**src/rtl/jabwd_pkg.sv**
```systemverilog
package jabwd_pkg;
  typedef enum logic [1:0] {
    PS_IDLE   = 2'd0,
    PS_TIMING = 2'd1,
    PS_JABBED = 2'd2
  } port_state_t;
endpackage

```
**src/rtl/jabwd_tick.sv**
```systemverilog
module jabwd_tick #(
  parameter int CLKS_PER_TICK = 200000
) (
  input  logic clk,
  input  logic rst,
  output logic tick_o
);
  generate
    if (CLKS_PER_TICK > 1) begin : g_div
      localparam int TW = $clog2(CLKS_PER_TICK);
      localparam logic [TW-1:0] LAST = TW'(CLKS_PER_TICK - 1);
      logic [TW-1:0] cnt_q;

      always_ff @(posedge clk) begin
        if (rst) begin
          cnt_q  <= '0;
          tick_o <= 1'b0;
        end else begin
          cnt_q  <= (cnt_q == LAST) ? '0 : cnt_q + TW'(1);
          tick_o <= (cnt_q == LAST);
        end
      end

      AST_TICK_SPACED: assert property (@(posedge clk) disable iff (rst)
        tick_o |=> !tick_o);
      AST_CNT_RANGE: assert property (@(posedge clk) disable iff (rst)
        cnt_q <= LAST);
    end else begin : g_every
      always_ff @(posedge clk) begin
        if (rst) tick_o <= 1'b0;
        else     tick_o <= 1'b1;
      end
    end
  endgenerate
endmodule

```
**src/rtl/jabwd_port.sv**
```systemverilog
module jabwd_port
  import jabwd_pkg::*;
#(
  parameter int ACT_TICKS   = 14,
  parameter int UNJAB_TICKS = 450
) (
  input  logic clk,
  input  logic rst,
  input  logic tick_i,
  input  logic jab_off_i,
  input  logic tx_active_i,
  output logic port_en_o,
  output logic col_req_o,
  output logic jab_led_n_o
);
  localparam int MAXT = (ACT_TICKS > UNJAB_TICKS) ? ACT_TICKS : UNJAB_TICKS;
  localparam int CW   = $clog2(MAXT + 1);
  localparam logic [CW-1:0] ACT_LAST   = CW'(ACT_TICKS);
  localparam logic [CW-1:0] UNJAB_LAST = CW'(UNJAB_TICKS);

  port_state_t   st_q, st_d;
  logic [CW-1:0] cnt_q, cnt_d;
  logic [CW-1:0] cnt_inc;

  assign cnt_inc = cnt_q + CW'(1);

  always_comb begin
    st_d  = st_q;
    cnt_d = cnt_q;
    if (jab_off_i) begin
      st_d  = PS_IDLE;
      cnt_d = '0;
    end else begin
      unique case (st_q)
        PS_IDLE: begin
          cnt_d = '0;
          if (tx_active_i) st_d = PS_TIMING;
        end
        PS_TIMING: begin
          if (!tx_active_i) begin
            st_d  = PS_IDLE;
            cnt_d = '0;
          end else if (tick_i) begin
            if (cnt_inc == ACT_LAST) begin
              st_d  = PS_JABBED;
              cnt_d = '0;
            end else begin
              cnt_d = cnt_inc;
            end
          end
        end
        PS_JABBED: begin
          if (tx_active_i) begin
            cnt_d = '0;
          end else if (tick_i) begin
            if (cnt_inc == UNJAB_LAST) begin
              st_d  = PS_IDLE;
              cnt_d = '0;
            end else begin
              cnt_d = cnt_inc;
            end
          end
        end
        default: begin
          st_d  = PS_IDLE;
          cnt_d = '0;
        end
      endcase
    end
  end

  always_ff @(posedge clk) begin
    if (rst) begin
      st_q        <= PS_IDLE;
      cnt_q       <= '0;
      port_en_o   <= 1'b1;
      col_req_o   <= 1'b0;
      jab_led_n_o <= 1'b1;
    end else begin
      st_q        <= st_d;
      cnt_q       <= cnt_d;
      port_en_o   <= (st_d != PS_JABBED);
      col_req_o   <= (st_d == PS_JABBED);
      jab_led_n_o <= (st_d != PS_JABBED);
    end
  end

  AST_NO_OVERFLOW: assert property (@(posedge clk) disable iff (rst)
    cnt_q < CW'(MAXT));
  AST_COL_WITH_OFF: assert property (@(posedge clk) disable iff (rst)
    col_req_o == !port_en_o);
  AST_LED_WITH_OFF: assert property (@(posedge clk) disable iff (rst)
    jab_led_n_o == port_en_o);
  AST_CUT_NEEDS_TX: assert property (@(posedge clk) disable iff (rst)
    $fell(port_en_o) |-> $past(tx_active_i));
  AST_HOLD_WHILE_ACTIVE: assert property (@(posedge clk) disable iff (rst)
    (!port_en_o && tx_active_i && !jab_off_i) |=> !port_en_o);
  AST_CUT_NEEDS_TICK: assert property (@(posedge clk) disable iff (rst)
    $fell(port_en_o) |-> $past(tick_i));
endmodule

```
**src/rtl/jabwd_top.sv**
```systemverilog
module jabwd_top #(
  parameter int NUM_PORTS     = 2,
  parameter int CLKS_PER_TICK = 200000,
  parameter int ACT_TICKS     = 14,
  parameter int UNJAB_TICKS   = 450
) (
  input  logic                 clk,
  input  logic                 rst,
  input  logic [NUM_PORTS-1:0] tx_active_i,
  input  logic                 jab_disable_i,
  output logic [NUM_PORTS-1:0] port_en_o,
  output logic [NUM_PORTS-1:0] col_req_o,
  output logic [NUM_PORTS-1:0] jab_led_n_o
);
  logic tick;

  jabwd_tick #(.CLKS_PER_TICK(CLKS_PER_TICK)) i_tick (
    .clk    (clk),
    .rst    (rst),
    .tick_o (tick)
  );

  for (genvar p = 0; p < NUM_PORTS; p++) begin : g_port
    jabwd_port #(
      .ACT_TICKS   (ACT_TICKS),
      .UNJAB_TICKS (UNJAB_TICKS)
    ) i_port (
      .clk         (clk),
      .rst         (rst),
      .tick_i      (tick),
      .jab_off_i   (jab_disable_i),
      .tx_active_i (tx_active_i[p]),
      .port_en_o   (port_en_o[p]),
      .col_req_o   (col_req_o[p]),
      .jab_led_n_o (jab_led_n_o[p])
    );

    AST_QUIET_NO_CUT: assert property (@(posedge clk) disable iff (rst)
      (port_en_o[p] && !tx_active_i[p]) |=> port_en_o[p]);
  end

  AST_DISABLE_RELEASES: assert property (@(posedge clk) disable iff (rst)
    jab_disable_i |=> (&port_en_o));
endmodule

```
**config.mk**
```make
export PLATFORM = sky130hd
export DESIGN_NAME = jabwd_top
export DESIGN_NICKNAME = d
export VERILOG_FILES = /design/src/rtl/jabwd_pkg.sv /design/src/rtl/jabwd_tick.sv /design/src/rtl/jabwd_port.sv /design/src/rtl/jabwd_top.sv
export SDC_FILE = /design/constraint.sdc
export NUM_CORES = 1
export LEC_CHECK = 0
export BUFFER_PORTS_ARGS = -buffer_cell sky130_fd_sc_hd__clkbuf_2
export CORE_MARGIN = 10
export CORE_UTILIZATION = 50
export CTS_CLUSTER_DIAMETER = 60
export DETAILED_ROUTE_END_ITERATION = 7
export HOLD_SLACK_MARGIN = 0.1
export PLACE_DENSITY = 0.78
export SETUP_SLACK_MARGIN = 0.3
export SLEW_MARGIN = 20
export SYNTH_ARGS = -nofsm -noshare
export SYNTH_HDL_FRONTEND = slang
export SYNTH_SLANG_ARGS = --single-unit
```
**constraint.sdc**
```tcl
create_clock -name clk -period 2.5 [get_ports clk]
set_clock_uncertainty 0.1 [all_clocks]
set_input_delay 0.25 -clock clk [delete_from_list [all_inputs] [get_ports clk]]
set_output_delay 0.25 -clock clk [all_outputs]
set_load 0.02 [all_outputs]
```
==> impl_metrics.toml, run 1 <==
[layout]
synthToLayoutAreaGrowth_pct = 15.0
diodes = 0
seqCellArea_um2 = 933
stdcell_count = 446
final_util_pct = 60.4
layout-drive-gt1-share_pct = 23.5
nets = 391
fillers = 480
multi_input_area_um2 = 2060

[synthesis]
synth_cells = 362
synth_seq_area_share_pct = 30.4
synth-simple-area-share_pct = 27.9
synth-seq-cells = 45
netlist-cell-type-count = 66
synth_area_um2 = 2960
yosysTopAreaCellShare_pct = 30.4
synth_top_family_by_area = "simple AND/OR/NAND/NOR gates"
yosys-top-cells-area = "dfxtp_1 (30%), nand2_1 (5.7%), ha_1 (5.5%), nor2_1 (5.1%), xnor2_1 (3.8%)"
ys_top_cells_by_count = "dfxtp_1 (45), nand2_1 (45), nor2_1 (40)"
yosys_most_used_dff = "dfxtp_1"
yosys_warnings = 0
syn_avg_cell_area_um2 = 8.18
synth.mux.area_fraction_pct = 0
synth_compound_area_share_pct = 22.2
synth_edf_count = 0
synthXorXnorAreaFrac_pct = 7.69
synth_fa_ha_area_share_pct = 5.49
async_flop_share_pct = 0
synth_area_leader_cell = "dfxtp_1"
syn_nets = 380

[critical_path]
required_ns = 2.60
cpPeakStageDelay_ns = 0.39
endpoint_kind = "register"
cp_max_fo = 10
worst-setup-path-type = "reg -> reg"
slowest_stage = "dfxtp_4"
critPathArrivalTime_ns = 2.25
path_cells = "ha_4 > and3_2 > nor4b_2 > or2_1 > o22ai_4 > o31ai_1 > a21oi_1"
start_kind = "register"

[routing]
drc_errors = 0
totalWireLength_mm = 6.41
drt_iter0_drc = 119
ant_nets = 0
routed_via_density = 5.80
firstDrtPassIters = 4
post_drt_wl_per_cell_um = 14.4
vias = 2587

[sta]
fmax_ghz = 0.465
worst_pin_slew_ns = 0.680
rsz0062_at_grt = "yes"
tns_ns = 0
period_needed_ns = 2.15
setup_viol = 0
drv_slew = 0
slew_headroom_pct = 54.5
hold_viol = 0
fin_crit_sh_pct = 86.0

[grt]
antenna_found_initial = 0
grt_usage_pct = 12.6
grt_pass1_vias = 2368
grt_max_degree = 18
grt-ovfl-total = 0
grt_pass1_wl_mm = 10.7

[run_status]
outcome = "finished clean"

[power]
leakage_nw = 1.26
power_density_nw_per_um2 = 368
irDropWorstVdd_uv = 303
power_mw = 1.25

[place]
io_buffers = 10
place_inst = 430
gp_congestion = 0.984
dpl.hpwl_mm = 4.34

[clocking]
clock_sinks = 45
cts_buffer_depth = 2
cts_made_buffers = 5
htreeDepth = 2
tritoncts = "yes"
clk_pin_slew_ns = 0.10
insertion_delay_ns = 0.31
cts_root_buf = "clkbuf_8"

[hold_path]
hold_class = "in -> reg"

[die]
die_area_um2 = 9400
row_count = 27
start_util_pct = 52.5
core_um2 = 5640
die-height_um = 97.0
fp.dieW_um = 97.0
ios = 11

[flow_run]
maxCapViolCount = 0
critical path, delay by kind of cell, from the launching register on:
kind                       cells  cell delay (ns)
AOI/OAI and AO/OA              3             0.61
adders and majority gates      1             0.18
DFF                            1             0.39
and+or+nand+nor                3             0.76
per-stage QoR:
step           instance area, um2  worst slack (ns)  hold slack [ns]
6_report                     3410             0.350            0.153
5_1_grt                      3410             0.239            0.185
4_1_cts                      3220             0.299            0.140
3_5_place_dp                 3050            0.0994            0.339
3_3_place_gp                 3050             0.217            0.332
2_1_floorplan                2980             0.307            0.222
sequential cells by signal, summed over array words and instances (netlist names):
signal                     cells
i_tick.g_div.cnt_q            18
g_port.i_port.st_q             4
g_port.i_port.port_en_o        1
g_port.i_port.cnt_q           18
g_port.i_port.jab_led_n_o      1
g_port.i_port.col_req_o        2
i_tick.tick_o                  1
per-layer routing:
metal	up-vias	GRT usage [%]	part of all wire (%)
met2	50	20.0	48
met4	0	3.04	1.0
met5	-	0	0
met3	9	3.41	4.7
met1	1228	16.3	46
li1	1300	-	-
repair_timing:
item,4_1_cts,5_1_grt
pin swaps,6,13
endpoints found under the setup margin,20,20
cloned,0,0
gates resized for setup,20,32
hold buffers,1,0
setup buffers,3,4
hold endpoints to repair,3,0
final timing paths:
| kind | from | end | slack [ns] | cells past startpoint |
|---|---|---|---|---|
| max | g_port[1].i_port.cnt_q[1] | g_port[1].i_port.cnt_q[6] | 0.35 | 7 |
| min | jab_disable_i | g_port[1].i_port.st_q[0] | 0.15 | 4 |
| max reg2reg | g_port[1].i_port.cnt_q[1] | g_port[1].i_port.cnt_q[6] | 0.35 | 7 |
| min reg2reg | i_tick.g_div.cnt_q[0] | i_tick.g_div.cnt_q[0] | 0.36 | 1 |
placed cells by master, fill, tap and decap left out, types with 10 or more instances in the layout:
cell type / n
nand2_1: 45
dfxtp_1: 31
clkbuf_2: 10
inv_1: 15
buf_4: 14
nand3_1: 21
ha_1: 10
a21oi_1: 13
nor2_1: 40
xnor2_1: 12
xor2_1: 13
final cells by class:
class	count	share of cell area [%]
Clock buffer	5	2.02
Timing Repair Buffer	26	5.18
Tap cell	72	2.65
Sequential cell	45	27.4
Inverter	15	1.65
Clock inverter	3	0.735
Multi-Input combinational cell	280	60.4
where the power goes:
group          total (mW)  switching [mW]  internal (mW)  leakage [nW]
clock network       0.477           0.275          0.202        0.0447
registers           0.720         0.00488          0.715         0.372
logic              0.0554          0.0358         0.0196         0.844
total                1.25           0.316          0.937          1.26
logic make-up (layout without fill, tap and decap cells):
logic type	Yosys count	in the layout
buffers and inverters	37	49
DFF	45	45
adders and majority gates	13	13
xor gates and xnor gates	26	26
and+or+nand+nor	163	163
AOI/OAI and AO/OA	78	78
Power figures use the tool's default switching activity.
==> inputs of run 2 (changes only) <==
--- a/config.mk
+++ b/config.mk
@@ -12,6 +12,7 @@
 export DETAILED_ROUTE_END_ITERATION = 7
 export HOLD_SLACK_MARGIN = 0.1
 export PLACE_DENSITY = 0.78
+export REMOVE_ABC_BUFFERS = 1
 export SETUP_SLACK_MARGIN = 0.3
 export SLEW_MARGIN = 20
 export SYNTH_ARGS = -nofsm -noshare
==> impl_metrics.toml, run 2 (same netlist as run 1, synthesis figures left out) <==
[clocking]
cts_made_buffers = 5
cts_buffer_depth = 2
tritoncts = "yes"
clock_sinks = 45
clk_pin_slew_ns = 0.10
htreeDepth = 2
insertion_delay_ns = 0.31
cts_root_buf = "clkbuf_8"

[layout]
synthToLayoutAreaGrowth_pct = 14.0
final_common_cell = "nand2_1"
diodes = 0
final_cell_mix = "nand2_1 (45), nor2_1 (40), dfxtp_1 (32)"
nets = 391
top_regs = "g_port.i_port.cnt_q: 18 flops, i_tick.g_div.cnt_q: 18 flops, g_port.i_port.st_q: 4 flops"
fin_area_um2 = 3380
fillers = 480
layout-drive-gt1-share_pct = 23.0

[critical_path]
endpoint = "g_port[1].i_port.cnt_q[3]"
start_kind = "register"
cp_max_fo = 7
rr_endpoint = "g_port[1].i_port.cnt_q[3]"
required_ns = 2.58
reg2reg_slack_ns = 0.36
endpoint_kind = "register"
r2r_cells = 7
reg2reg_from = "g_port[1].i_port.cnt_q[1]"
critPathLaunch = "g_port[1].i_port.cnt_q[1]"
worst-setup-path-type = "reg -> reg"
critPathArrivalTime_ns = 2.22

[hold_path]
hold_class = "in -> reg"

[power]
power_density_nw_per_um2 = 369
leakage_nw = 1.23
irDropWorstVdd_uv = 470

[place]
placed_area_um2 = 3050
io_buffers = 10
dpl.hpwl_mm = 4.37
gp_congestion = 0.958

[die]
die_area_um2 = 9400
fp.dieW_um = 97.0
start_util_pct = 52.5
ios = 11
core_um2 = 5640
die-height_um = 97.0
row_count = 27

[sta]
worst_pin_slew_ns = 0.816
drv_slew = 0
rsz0062_at_grt = "yes"
tns_ns = 0
fmax_ghz = 0.468
setup_viol = 0
whs_ns = 0.164
slew_headroom_pct = 45.4
fin_crit_sh_pct = 85.4
hold_viol = 0
period_needed_ns = 2.14

[grt]
grt_pass1_vias = 2346
grt-ovfl-total = 0
grt_max_degree = 18
grt_pass1_wl_mm = 10.6
grt_usage_pct = 12.8
antenna_found_initial = 0

[routing]
drc_errors = 0
vias = 2606
firstDrtPassIters = 5
ant_nets = 0
drt_iter0_drc = 283
routed_via_density = 5.84
post_drt_wl_per_cell_um = 14.6
totalWireLength_mm = 6.53

[run_status]
outcome = "finished clean"

[flow_run]
maxCapViolCount = 0
## run 2: layout make-up
class	instances	area, um2	share of cell area [%]
inverter	15	56.3	1.67
tap	72	90.1	2.67
multi-input combinational	281	2050	60.7
timing repair buffer	25	165	4.89
sequential	45	925	27.4
clock inverter	3	22.5	0.667
clock buffer	5	68.8	2.04
## run 2: worst min path at each step
stage / cells past startpoint / endpoint / slack [ns] / from
after CTS: 3 / g_port[0].i_port.port_en_o / 0.17 / tx_active_i[0]
after floorplan: 1 / i_tick.tick_o / 0.22 / rst
final: 4 / g_port[1].i_port.st_q[0] / 0.16 / jab_disable_i
after global placement: 1 / i_tick.g_div.cnt_q[0] / 0.33 / i_tick.g_div.cnt_q[0]
after global routing: 4 / g_port[1].i_port.st_q[0] / 0.20 / jab_disable_i
after detailed placement: 1 / i_tick.g_div.cnt_q[0] / 0.34 / i_tick.g_div.cnt_q[0]
## run 2: worst max-delay path, stage by stage (launching register included)
cell and delay (ns):
dfxtp_4 0.38, ha_4 0.17, nand3_1 0.11, or3_4 0.36, a32oi_4 0.28, a21oi_4 0.16, o311ai_2 0.30, a22oi_1 0.13
## run 2: power by group
| group | total (mW) | switching, mW | internal [mW] |
|---|---|---|---|
| clock | 0.469 | 0.271 | 0.199 |
| sequential | 0.723 | 0.00470 | 0.718 |
| combinational | 0.0538 | 0.0352 | 0.0187 |
| total | 1.25 | 0.310 | 0.936 |
## run 2: repair_timing
| item | CTS | global route |
|---|---|---|
| gates resized for setup | 23 | 26 |
| gates cloned | 0 | 1 |
| setup buffers | 0 | 4 |
| endpoints found under the hold margin | 3 | 0 |
| hold buffers | 1 | 0 |
| setup endpoints to repair | 22 | 22 |
| pin swaps | 2 | 15 |
## run 2: metal layers
| metal | part of all wire [%] | wire [um] | track usage (%) |
|---|---|---|---|
| met1 | 46 | 3030 | 15.8 |
| met2 | 49 | 3220 | 20.9 |
| met3 | 2.7 | 175 | 2.48 |
| met4 | 1.5 | 96 | 5.64 |
| met5 | 0 | 0 | 0 |
## run 2: through the flow
stage	power (mW)	util, %	setup slack [ns]	std cells
floorplan	0.777	-	0.181	340
global placement	0.792	54.0	0.116	432
detailed placement	0.794	54.0	0.0481	432
CTS	1.26	57.0	0.276	441
global route	1.29	59.8	0.241	446
finish	1.25	59.8	0.364	446
==> inputs of run 3 (changes only) <==
--- a/config.mk
+++ b/config.mk
@@ -7,11 +7,11 @@
 export LEC_CHECK = 0
 export BUFFER_PORTS_ARGS = -buffer_cell sky130_fd_sc_hd__clkbuf_2
 export CORE_MARGIN = 10
-export CORE_UTILIZATION = 50
+export CORE_UTILIZATION = 47
 export CTS_CLUSTER_DIAMETER = 60
 export DETAILED_ROUTE_END_ITERATION = 7
 export HOLD_SLACK_MARGIN = 0.1
-export PLACE_DENSITY = 0.78
+export PLACE_DENSITY = 0.74
 export REMOVE_ABC_BUFFERS = 1
 export SETUP_SLACK_MARGIN = 0.3
 export SLEW_MARGIN = 20
==> impl_metrics.toml, run 3 (same netlist as run 1, synthesis figures left out) <==
[sta]
setup_viol = 0
slew_headroom_pct = 47.5
rsz0062_at_grt = "yes"
drv_slew = 0
tns_ns = 0
fin_crit_sh_pct = 86.6
setup_ws_ns = 0.336
worst_pin_slew_ns = 0.784
fmax_ghz = 0.462
period_needed_ns = 2.16
hold_viol = 0

[critical_path]
worst-setup-path-type = "reg -> reg"
required_ns = 2.58
endpoint_kind = "register"
crit_family = "compound AO/OA/AOI/OAI gates"
path_buf_inv = 0
cpPeakStageDelay_ns = 0.39
slowest_stage = "dfxtp_1"
critPathArrivalTime_ns = 2.24
cp_max_fo = 6
start_kind = "register"
path_cells = "ha_4 > nand3_1 > or3_4 > a32oi_4 > a21oi_2 > o311ai_1 > a22oi_1"

[place]
placed_area_um2 = 3040
gp_congestion = 0.901
place_inst = 433
dp_slack_ns = 0.0593
io_buffers = 10
dpl.hpwl_mm = 4.39

[clocking]
cts_made_buffers = 5
clock_sinks = 45
cts_buffer_depth = 2
htreeDepth = 2
insertion_delay_ns = 0.30
clk_pin_slew_ns = 0.09
tritoncts = "yes"
cts_root_buf = "clkbuf_8"

[routing]
routed_via_density = 5.86
vias = 2672
totalWireLength_mm = 6.66
firstDrtPassIters = 5
post_drt_wl_per_cell_um = 14.6
drc_errors = 0
drt_iter0_drc = 186
ant_nets = 0

[die]
core_um2 = 6030
start_util_pct = 49.1
die-height_um = 99.4
row_count = 28
die_area_um2 = 9880
fp.dieW_um = 99.4
ios = 11

[layout]
top_regs = "g_port.i_port.cnt_q: 18 flops, i_tick.g_div.cnt_q: 18 flops, g_port.i_port.st_q: 4 flops"
fillers = 515
stdcell_count = 456
diodes = 0
fin_area_um2 = 3520
final_cell_mix = "nand2_1 (45), nor2_1 (40), dfxtp_1 (32)"
layout-drive-gt1-share_pct = 26.2
nets = 398
final_common_cell = "nand2_1"
synthToLayoutAreaGrowth_pct = 18.7

[hold_path]
hold_class = "in -> reg"

[grt]
grt_busiest_layer = "met2"
grt-ovfl-total = 0
grt_usage_pct = 12.0
grt_pass1_vias = 2340
grt_pass1_wl_mm = 10.3
grt_util_met1_pct = 14.9
grt_max_degree = 18
met2_usage_pct = 20.1
antenna_found_initial = 0
use_met3_pct = 2.70

[power]
leakage_nw = 1.31
power_density_nw_per_um2 = 351
irDropWorstVdd_uv = 338

[run_status]
outcome = "finished clean"

[flow_run]
maxCapViolCount = 0
[run 3: cell types whose count changed in the layout (fill, tap and decap cells not counted), moves of 2 or more]
| cell | change |
|---|---|
| buf_6 | +5 |
| and3_1 | -2 |
| buf_4 | +2 |
| clkinv_4 | -2 |
| clkinvlp_4 | +2 |
| o22ai_1 | -2 |
| o22ai_2 | +2 |
[run 3: tightest hold or removal path, cell delays in order]
cell and delay (ns):
clkbuf_2 0.10, nor3_1 0.07, o31ai_2 0.08, nor2_1 0.04
[run 3: worst paths after layout]
check / to / startpoint / cells after the start / slack (ns)
setup / recovery: g_port[1].i_port.cnt_q[3] / g_port[1].i_port.cnt_q[0] / 7 / 0.34
hold / removal: g_port[1].i_port.st_q[0] / jab_disable_i / 4 / 0.17
setup reg to reg: g_port[1].i_port.cnt_q[3] / g_port[1].i_port.cnt_q[0] / 7 / 0.34
hold reg to reg: i_tick.g_div.cnt_q[0] / i_tick.g_div.cnt_q[0] / 1 / 0.35
[run 3: per-layer routing]
metal	up-vias	wire, um
li1	1325	-
met1	1254	2970
met2	79	3290
met3	14	328
met4	0	69
met5	-	0
[run 3: area by class of cell]
class | count | area (um2) | area share [%]
multi-input cells | 281 | 2110 | 60.1
flip-flops and latches | 45 | 927 | 26.4
repair buffers | 32 | 236 | 6.73
well taps | 75 | 93.8 | 2.67
clock buffers | 6 | 72.6 | 2.06
inverters | 15 | 56.3 | 1.60
clock inverters | 2 | 15.0 | 0.427
[run 3: where the power goes]
| group | internal, mW | total (mW) | switching [mW] |
|---|---|---|---|
| clock network | 0.197 | 0.459 | 0.261 |
| registers | 0.717 | 0.722 | 0.00496 |
| logic | 0.0189 | 0.0535 | 0.0346 |
| total | 0.934 | 1.23 | 0.301 |
[run 3: metrics by stage]
stage          total power [mW]  hold WS, ns  util [%]
2_1_floorplan             0.777        0.222         -
3_3_place_gp              0.792        0.329      50.4
3_5_place_dp              0.794        0.348      50.4
4_1_cts                    1.24        0.177      53.4
5_1_grt                    1.27        0.200      58.3
6_report                   1.23        0.171      58.3
[run 3: timing repair]
item	CTS	global route
endpoints found under the hold margin	3	0
pin swaps	3	21
setup buffers	3	10
hold buffers	1	0
resized for setup	21	46
gates cloned	0	1
setup endpoints to repair	22	23
